## src/rtl/odir_pkg.sv

```systemverilog
package odir_pkg;

    typedef enum logic [2:0] {
        LS_INV   = 3'd0,
        LS_SHD   = 3'd1,
        LS_EXC   = 3'd2,
        LS_WACK  = 3'd3,
        LS_WDATA = 3'd4
    } line_st_e;

    typedef enum logic [1:0] {
        MT_GETS = 2'd0,
        MT_GETX = 2'd1,
        MT_DATA = 2'd2,
        MT_ACK  = 2'd3
    } in_msg_e;

    typedef enum logic [2:0] {
        OT_NONE  = 3'd0,
        OT_DATAS = 3'd1,
        OT_DATAX = 3'd2,
        OT_FWDS  = 3'd3,
        OT_FWDX  = 3'd4
    } out_msg_e;

    function automatic logic is_waiting(line_st_e s);
        return (s == LS_WACK) || (s == LS_WDATA);
    endfunction

endpackage

```

## src/rtl/odir_line_store.sv

```systemverilog
module odir_line_store
    import odir_pkg::*;
#(
    parameter int NLINES = 8,
    parameter int ID_W   = 2,
    parameter int VAL_W  = 8,
    localparam int AW    = $clog2(NLINES)
) (
    input  logic                         clk,
    input  logic                         rst_n,
    input  logic [AW-1:0]                ra_addr,
    output line_st_e                     ra_state,
    output logic [ID_W-1:0]              ra_owner,
    output logic [VAL_W-1:0]             ra_value,
    input  logic [AW-1:0]                rb_addr,
    output line_st_e                     rb_state,
    input  logic                         wr_en,
    input  logic [AW-1:0]                wr_addr,
    input  line_st_e                     wr_state,
    input  logic [ID_W-1:0]              wr_owner,
    input  logic [VAL_W-1:0]             wr_value,
    output logic [NLINES-1:0][2:0]       st_flat,
    output logic [NLINES-1:0][ID_W-1:0]  own_flat
);

    logic [NLINES-1:0][2:0]      st_q;
    logic [NLINES-1:0][ID_W-1:0] own_q;
    logic [NLINES-1:0][VAL_W-1:0] val_q;

    for (genvar i = 0; i < NLINES; i++) begin : g_line
        logic sel;
        assign sel = wr_en && (wr_addr == AW'(i));
        always_ff @(posedge clk or negedge rst_n) begin
            if (!rst_n) begin
                st_q[i]  <= LS_INV;
                own_q[i] <= '0;
                val_q[i] <= '0;
            end else if (sel) begin
                st_q[i]  <= wr_state;
                own_q[i] <= wr_owner;
                val_q[i] <= wr_value;
            end
        end
    end

    assign ra_state = line_st_e'(st_q[ra_addr]);
    assign ra_owner = own_q[ra_addr];
    assign ra_value = val_q[ra_addr];
    assign rb_state = line_st_e'(st_q[rb_addr]);
    assign st_flat  = st_q;
    assign own_flat = own_q;

endmodule

```

## src/rtl/odir_pending.sv

```systemverilog
module odir_pending #(
    parameter int ID_W = 2,
    parameter int AW   = 3
) (
    input  logic            clk,
    input  logic            rst_n,
    input  logic            load,
    input  logic            clear,
    input  logic [ID_W-1:0] ld_src,
    input  logic [AW-1:0]   ld_addr,
    input  logic            ld_excl,
    output logic            p_valid,
    output logic [ID_W-1:0] p_src,
    output logic [AW-1:0]   p_addr,
    output logic            p_excl
);

    typedef struct packed {
        logic            valid;
        logic [ID_W-1:0] src;
        logic [AW-1:0]   addr;
        logic            excl;
    } pend_t;

    pend_t pend_d, pend_q;

    always_comb begin
        pend_d = pend_q;
        if (clear) begin
            pend_d.valid = 1'b0;
        end
        if (load) begin
            pend_d.valid = 1'b1;
            pend_d.src   = ld_src;
            pend_d.addr  = ld_addr;
            pend_d.excl  = ld_excl;
        end
    end

    always_ff @(posedge clk or negedge rst_n) begin
        if (!rst_n) pend_q <= '0;
        else        pend_q <= pend_d;
    end

    assign p_valid = pend_q.valid;
    assign p_src   = pend_q.src;
    assign p_addr  = pend_q.addr;
    assign p_excl  = pend_q.excl;

endmodule

```

## src/rtl/odir_decide.sv

```systemverilog
module odir_decide
    import odir_pkg::*;
#(
    parameter int ID_W  = 2,
    parameter int VAL_W = 8
) (
    input  in_msg_e          m_type,
    input  logic [ID_W-1:0]  m_src,
    input  logic [VAL_W-1:0] m_val,
    input  line_st_e         l_state,
    input  logic [ID_W-1:0]  l_owner,
    input  logic [VAL_W-1:0] l_value,
    output logic             n_we,
    output line_st_e         n_state,
    output logic [ID_W-1:0]  n_owner,
    output logic [VAL_W-1:0] n_value,
    output logic             hold,
    output out_msg_e         o_type,
    output logic [ID_W-1:0]  o_dst
);

    logic from_owner;
    assign from_owner = (m_src == l_owner);

    always_comb begin
        n_we    = 1'b0;
        n_state = l_state;
        n_owner = l_owner;
        n_value = l_value;
        hold    = 1'b0;
        o_type  = OT_NONE;
        o_dst   = m_src;
        unique case (m_type)
            MT_GETS, MT_GETX: begin
                if (is_waiting(l_state)) begin
                    hold = 1'b1;
                end else if (l_state == LS_EXC) begin
                    if (from_owner) begin
                        o_type = OT_DATAX;
                    end else if (m_type == MT_GETS) begin
                        o_type  = OT_FWDS;
                        o_dst   = l_owner;
                        n_we    = 1'b1;
                        n_state = LS_WDATA;
                    end else begin
                        o_type  = OT_FWDX;
                        o_dst   = l_owner;
                        n_we    = 1'b1;
                        n_owner = m_src;
                        n_state = LS_WACK;
                    end
                end else if (m_type == MT_GETS && l_state == LS_SHD) begin
                    o_type = OT_DATAS;
                end else begin
                    o_type  = (m_type == MT_GETS) ? OT_DATAS : OT_DATAX;
                    n_we    = 1'b1;
                    n_owner = m_src;
                    n_state = LS_WACK;
                end
            end
            MT_DATA: begin
                if (from_owner && (l_state == LS_WDATA || l_state == LS_EXC)) begin
                    n_we    = 1'b1;
                    n_value = m_val;
                    n_state = (l_state == LS_WDATA) ? LS_SHD : LS_EXC;
                end
            end
            MT_ACK: begin
                if (from_owner && l_state == LS_WACK) begin
                    n_we    = 1'b1;
                    n_state = LS_EXC;
                end
            end
            default: ;
        endcase
    end

endmodule

```

## src/rtl/owner_dir.sv

```systemverilog
module owner_dir
    import odir_pkg::*;
#(
    parameter int NPROCS = 4,
    parameter int NLINES = 8,
    parameter int VAL_W  = 8,
    localparam int ID_W  = $clog2(NPROCS),
    localparam int AW    = $clog2(NLINES)
) (
    input  logic             clk,
    input  logic             rst_n,
    input  logic             req_valid,
    output logic             req_ready,
    input  logic [ID_W-1:0]  req_src,
    input  logic [1:0]       req_type,
    input  logic [AW-1:0]    req_addr,
    input  logic [VAL_W-1:0] req_val,
    output logic             rsp_valid,
    output logic [2:0]       rsp_type,
    output logic [ID_W-1:0]  rsp_dst,
    output logic [ID_W-1:0]  rsp_src,
    output logic [AW-1:0]    rsp_addr,
    output logic [VAL_W-1:0] rsp_val
);

    typedef struct packed {
        logic             valid;
        logic [2:0]       kind;
        logic [ID_W-1:0]  dst;
        logic [ID_W-1:0]  src;
        logic [AW-1:0]    addr;
        logic [VAL_W-1:0] val;
    } rsp_t;

    rsp_t rsp_d, rsp_q;

    logic             p_valid, p_excl;
    logic [ID_W-1:0]  p_src;
    logic [AW-1:0]    p_addr;
    line_st_e         p_line_state;
    logic             replay, take, act, in_is_get;

    in_msg_e          m_type;
    logic [ID_W-1:0]  m_src;
    logic [AW-1:0]    m_addr;
    logic [VAL_W-1:0] m_val;

    line_st_e         l_state, n_state;
    logic [ID_W-1:0]  l_owner, n_owner, o_dst;
    logic [VAL_W-1:0] l_value, n_value;
    logic             n_we, hold;
    out_msg_e         o_type;

    logic [NLINES-1:0][2:0]     st_flat;
    logic [NLINES-1:0][ID_W-1:0] own_flat;

    assign in_is_get = !req_type[1];
    assign replay    = p_valid && !is_waiting(p_line_state);
    assign req_ready = !replay && !(p_valid && in_is_get);
    assign take      = req_valid && req_ready;
    assign act       = replay || take;

    assign m_type = replay ? (p_excl ? MT_GETX : MT_GETS) : in_msg_e'(req_type);
    assign m_src  = replay ? p_src  : req_src;
    assign m_addr = replay ? p_addr : req_addr;
    assign m_val  = req_val;

    odir_line_store #(.NLINES(NLINES), .ID_W(ID_W), .VAL_W(VAL_W)) u_store (
        .clk      (clk),
        .rst_n    (rst_n),
        .ra_addr  (m_addr),
        .ra_state (l_state),
        .ra_owner (l_owner),
        .ra_value (l_value),
        .rb_addr  (p_addr),
        .rb_state (p_line_state),
        .wr_en    (act && n_we),
        .wr_addr  (m_addr),
        .wr_state (n_state),
        .wr_owner (n_owner),
        .wr_value (n_value),
        .st_flat  (st_flat),
        .own_flat (own_flat)
    );

    odir_decide #(.ID_W(ID_W), .VAL_W(VAL_W)) u_decide (
        .m_type  (m_type),
        .m_src   (m_src),
        .m_val   (m_val),
        .l_state (l_state),
        .l_owner (l_owner),
        .l_value (l_value),
        .n_we    (n_we),
        .n_state (n_state),
        .n_owner (n_owner),
        .n_value (n_value),
        .hold    (hold),
        .o_type  (o_type),
        .o_dst   (o_dst)
    );

    odir_pending #(.ID_W(ID_W), .AW(AW)) u_pend (
        .clk     (clk),
        .rst_n   (rst_n),
        .load    (take && hold),
        .clear   (replay),
        .ld_src  (req_src),
        .ld_addr (req_addr),
        .ld_excl (req_type[0]),
        .p_valid (p_valid),
        .p_src   (p_src),
        .p_addr  (p_addr),
        .p_excl  (p_excl)
    );

    always_comb begin
        rsp_d       = rsp_q;
        rsp_d.valid = act && (o_type != OT_NONE);
        rsp_d.kind  = o_type;
        rsp_d.dst   = o_dst;
        rsp_d.src   = m_src;
        rsp_d.addr  = m_addr;
        rsp_d.val   = l_value;
    end

    always_ff @(posedge clk or negedge rst_n) begin
        if (!rst_n) rsp_q <= '0;
        else        rsp_q <= rsp_d;
    end

    assign rsp_valid = rsp_q.valid;
    assign rsp_type  = rsp_q.kind;
    assign rsp_dst   = rsp_q.dst;
    assign rsp_src   = rsp_q.src;
    assign rsp_addr  = rsp_q.addr;
    assign rsp_val   = rsp_q.val;

endmodule

```

## config.mk

```make
export PLATFORM = sky130hd
export DESIGN_NAME = owner_dir
export DESIGN_NICKNAME = d
export VERILOG_FILES = /design/src/rtl/odir_pkg.sv /design/src/rtl/odir_line_store.sv /design/src/rtl/odir_pending.sv /design/src/rtl/odir_decide.sv /design/src/rtl/owner_dir.sv
export SDC_FILE = /design/constraint.sdc
export NUM_CORES = 1
export LEC_CHECK = 0
export ABC_CLOCK_PERIOD_IN_PS = 4000
export BUFFER_PORTS_ARGS = -buffer_cell sky130_fd_sc_hd__buf_2
export CAP_MARGIN = 20
export CORE_ASPECT_RATIO = 0.8
export CORE_MARGIN = 1.5
export CORE_UTILIZATION = 42
export CTS_CLUSTER_SIZE = 12
export DETAILED_ROUTE_END_ITERATION = 7
export PLACE_DENSITY = 0.7
export SYNTH_ARGS = -nofsm -noshare
export SYNTH_HDL_FRONTEND = slang
export SYNTH_SLANG_ARGS = --single-unit
```

## constraint.sdc

```tcl
create_clock -name clk -period 4 [get_ports clk]
set_clock_uncertainty 0.1 [all_clocks]
set_input_delay 0.6 -clock clk [delete_from_list [all_inputs] [get_ports clk]]
set_output_delay 0.6 -clock clk [all_outputs]
set_load 0.03 [all_outputs]
```

==> summary.md <==
| Metric | Value |
|---|---|
| Sequential share of power | `17.5%` |
| Clock buffer depth | `2` |
| Placed cell areas | `8170 sq um` |
| H-tree depth | `4` |
| Worst Path Required | `4.20 ns` |
| Most frequent cells in the layout | `129 x dfrtp_1, 119 x buf_4, 99 x mux2_4, 84 x nand2_1` |
| Root Driver | `clkbuf_16` |
| CP Buf/Inv Count | `5` |
| Sw Ratio | `42.1%` |
| TritonCTS clock tree | `yes` |
| Die ar. | `17300 sq um` |
| DRC violation count after routing | `0` |
| Worst Hold Class | `primary input to asynchronous set/reset pin` |
| Final hold viol count | `0` |
| Setup TNS | `-60.05 ns` |
| P_sw | `4210 uW` |
| Clk slew on worst S/H paths | `0.06 ns` |
| First-pass GRT wire length | `32900 microns` |
| Hold-fix buffers at CTS | `0` |
| Pwr/cell area | `998 nW/um^2` |
| Post-route cell area | `10000 sq um` |
| Drt total wl | `22300 microns` |
| Post-layout worst setup margin | `-0.582 ns` |
| Grt ovf | `0` |
| Synthesis Warnings | `0` |
| Layout cells sized above 1 | `51.4%` |
| Final worst-path cycle share | `115%` |
| Crit-path cells | `buf_6, mux4_2, mux2_4, a32oi_4, o221ai_4, nor2_4, buf_4, buf_6, nor2_2, a221o_1, a21o_1, buf_4, o41ai_4, a31oi_4, and4bb_2, buf_6, mux2_4` |
| Max_cap viols | `0` |
| Lkg Pwr | `0.00459 uW` |
| Maximum fanout along the worst path | `8` |
| Top post-synthesis cells by area | `dfrtp_1 47%, mux2_4 7.1%, mux2_1 6.8%` |
| IO buf count | `37` |
| Clk network pwr share | `17.8%` |
| Slew HR | `40.2%` |
| DR iter-0 viols | `432` |
| Vias in the first global route | `6009` |
| Clk sinks | `130` |
| Synth cell types | `66` |
| Critical path's top delay family | `compound AO/OA/AOI/OAI gates` |
| Synth Register Bits | `130` |
| P_int | `5810 uW` |
| Synth top area share | `46.8%` |
| WS Path Type | `flip-flop to flip-flop` |
| N_diodes | `0` |
| Max-slew violation count | `0` |
| Post-DRT Antenna Nets | `0` |
| Vias | `6028` |
| Sequential fraction of the synthesis area | `46.8%` |
| CP Capture Type | `flip-flop` |
| Vias per cell | `5.89` |
| Post-Syn Area | `6950 sq um` |
| Post-synthesis cell count | `615` |
| CTS buffer count | `17` |
| Logic gate share of total power | `64.6%` |
| Most frequent CP cell | `buf_6` |
| Net count after synthesis | `633` |
| Synth area leader | `dfrtp_1` |
| Post-synthesis area per instance | `11.3 sq um` |
| Top_reg_cell synth | `dfrtp_1` |
| Worst Path Arrival | `4.78 ns` |
| Final nets | `814` |
| RSZ-0062 raised after global routing | `true` |
| Hpwl dp | `12800 microns` |
| Slowest stage delay, CP | `0.55 ns` |
| I/O Pins | `38` |
| Final setup fails | `111` |
| Most common cell after layout, fill and taps aside | `dfrtp_1` |
| Final worst path period need | `4.58 ns` |
| Die Y-Extent | `118 microns` |
| Max VDD drop | `0.000519 V` |
| Pre-antenna DRT Iters | `5` |
| Placer congestion estimate | `0.921` |
| Hold Slack | `0.191 ns` |
| Least-Margin Pin Slew | `0.897 ns` |
| Core area | `16000 sq um` |
| Critical-path top delay cell | `mux4_2` |
| Fmax | `218 MHz` |
| CP Launch Type | `flip-flop` |
| Die W | `147 microns` |
| Antenna violations before repair | `0` |
| Post-synth ARST share | `100%` |
| Overall Global Routing Usage | `24.6%` |
| Status | `finished, violations left` |
| Area Overhead vs Synth | `44.4%` |
| Initial Utilization | `43.6%` |
| Routed len/inst | `21.8 microns` |
| Number of synthesized flops with an enable pin | `0` |
| Largest net degree at the start of global routing | `69` |
| Row cnt | `41` |
| Failing checks | `negative setup slack` |
| Skew-Pair Late Insertion Delay | `0.43 ns` |
-- sequential cells by signal, summed over array words and instances, names as in the netlist --
signal / cells
u_store.st_flat: 24
rsp_dst: 2
rsp_valid: 1
u_pend.p_addr: 3
rsp_type: 3
rsp_val: 8
u_pend.p_src: 2
u_store.val_q: 64
u_store.own_flat: 16
u_pend.p_valid: 1
rsp_addr: 3
rsp_src: 2
u_pend.p_excl: 1
-- through the flow --
stage | utilization (%) | instances | setup slack, ns | power [uW]
floorplan | - | 615 | -0.380 | 4350
global placement | 51.2 | 948 | -0.718 | 6030
detailed placement | 51.2 | 948 | -0.846 | 6150
CTS | 60.4 | 1000 | -0.400 | 9060
global route | 62.9 | 1023 | -0.677 | 10300
finish | 62.9 | 1023 | -0.582 | 10000
-- cell families (layout without fill, tap and decap cells) --
kind of cell | after synthesis | count (layout) | share of synthesized area (%)
xor+xnor | 3 | 3 | 0.486
mux | 139 | 139 | 24.9
compound gates | 111 | 111 | 10.5
buf+inv | 62 | 254 | 4.86
simple gates | 170 | 171 | 12.5
flops | 130 | 130 | 46.8
-- what timing repair did --
item | 4_1_cts | 5_1_grt
gates resized for setup | 139 | 63
endpoints found under the setup margin | 117 | 116
setup buffers | 20 | 23
pin swaps | 20 | 22
cloned | 2 | 0
-- layout make-up --
cell class,count,area [sq um]
inverter,24,103
timing repair buffer,198,1670
clock inverter,9,201
multi-input combinational,424,4060
fill,1113,5910
tap,215,269
timing repair inverter,1,8.76
clock buffer,22,474
sequential,130,3250
-- path summary, 6_finish.rpt --
kind	startpoint	to	slack [ns]	cells past startpoint
setup / recovery	u_pend.p_addr[0]	u_store.val_q[52]	-0.58	17
hold / removal	rst_n	u_store.st_flat[6]	0.19	1
setup reg to reg	u_pend.p_addr[0]	u_store.val_q[52]	-0.58	17
hold reg to reg	u_store.val_q[35]	u_store.val_q[35]	0.39	1
max in group asynchronous	rst_n	u_store.st_flat[23]	2.72	2
min in group clk	req_src[0]	u_pend.p_src[0]	0.33	2
-- synth_stat cells (all sizes together) (4+ instances only) --
library cell	count
a21oi	37
and2	4
and4b	4
and4bb	4
buf	23
clkbuf	15
dfrtp	130
inv	24
mux2	107
mux2i	26
mux4	6
nand2	90
nand3	17
nand4	11
nor2	24
nor3	7
o21ai	37
-- layer usage --
layer / vias up / track usage, % / share of wire, %
met1: 3098 / 32.5 / 42
met4: 0 / 9.03 / 3.6
met5: - / 0 / 0
met2: 273 / 39.7 / 48
met3: 81 / 5.16 / 6.0
li1: 2576 / - / -
-- power groups by stage --
stage | Sequential (uW) | Combinational [uW] | Clock, uW
floorplan | 1760 | 2590 | 0
global placement | 1730 | 4310 | 0
detailed placement | 1740 | 4410 | 0
CTS | 1730 | 5530 | 1800
global route | 1770 | 6710 | 1860
finish | 1760 | 6480 | 1790
(Power assumes the default switching activity.)
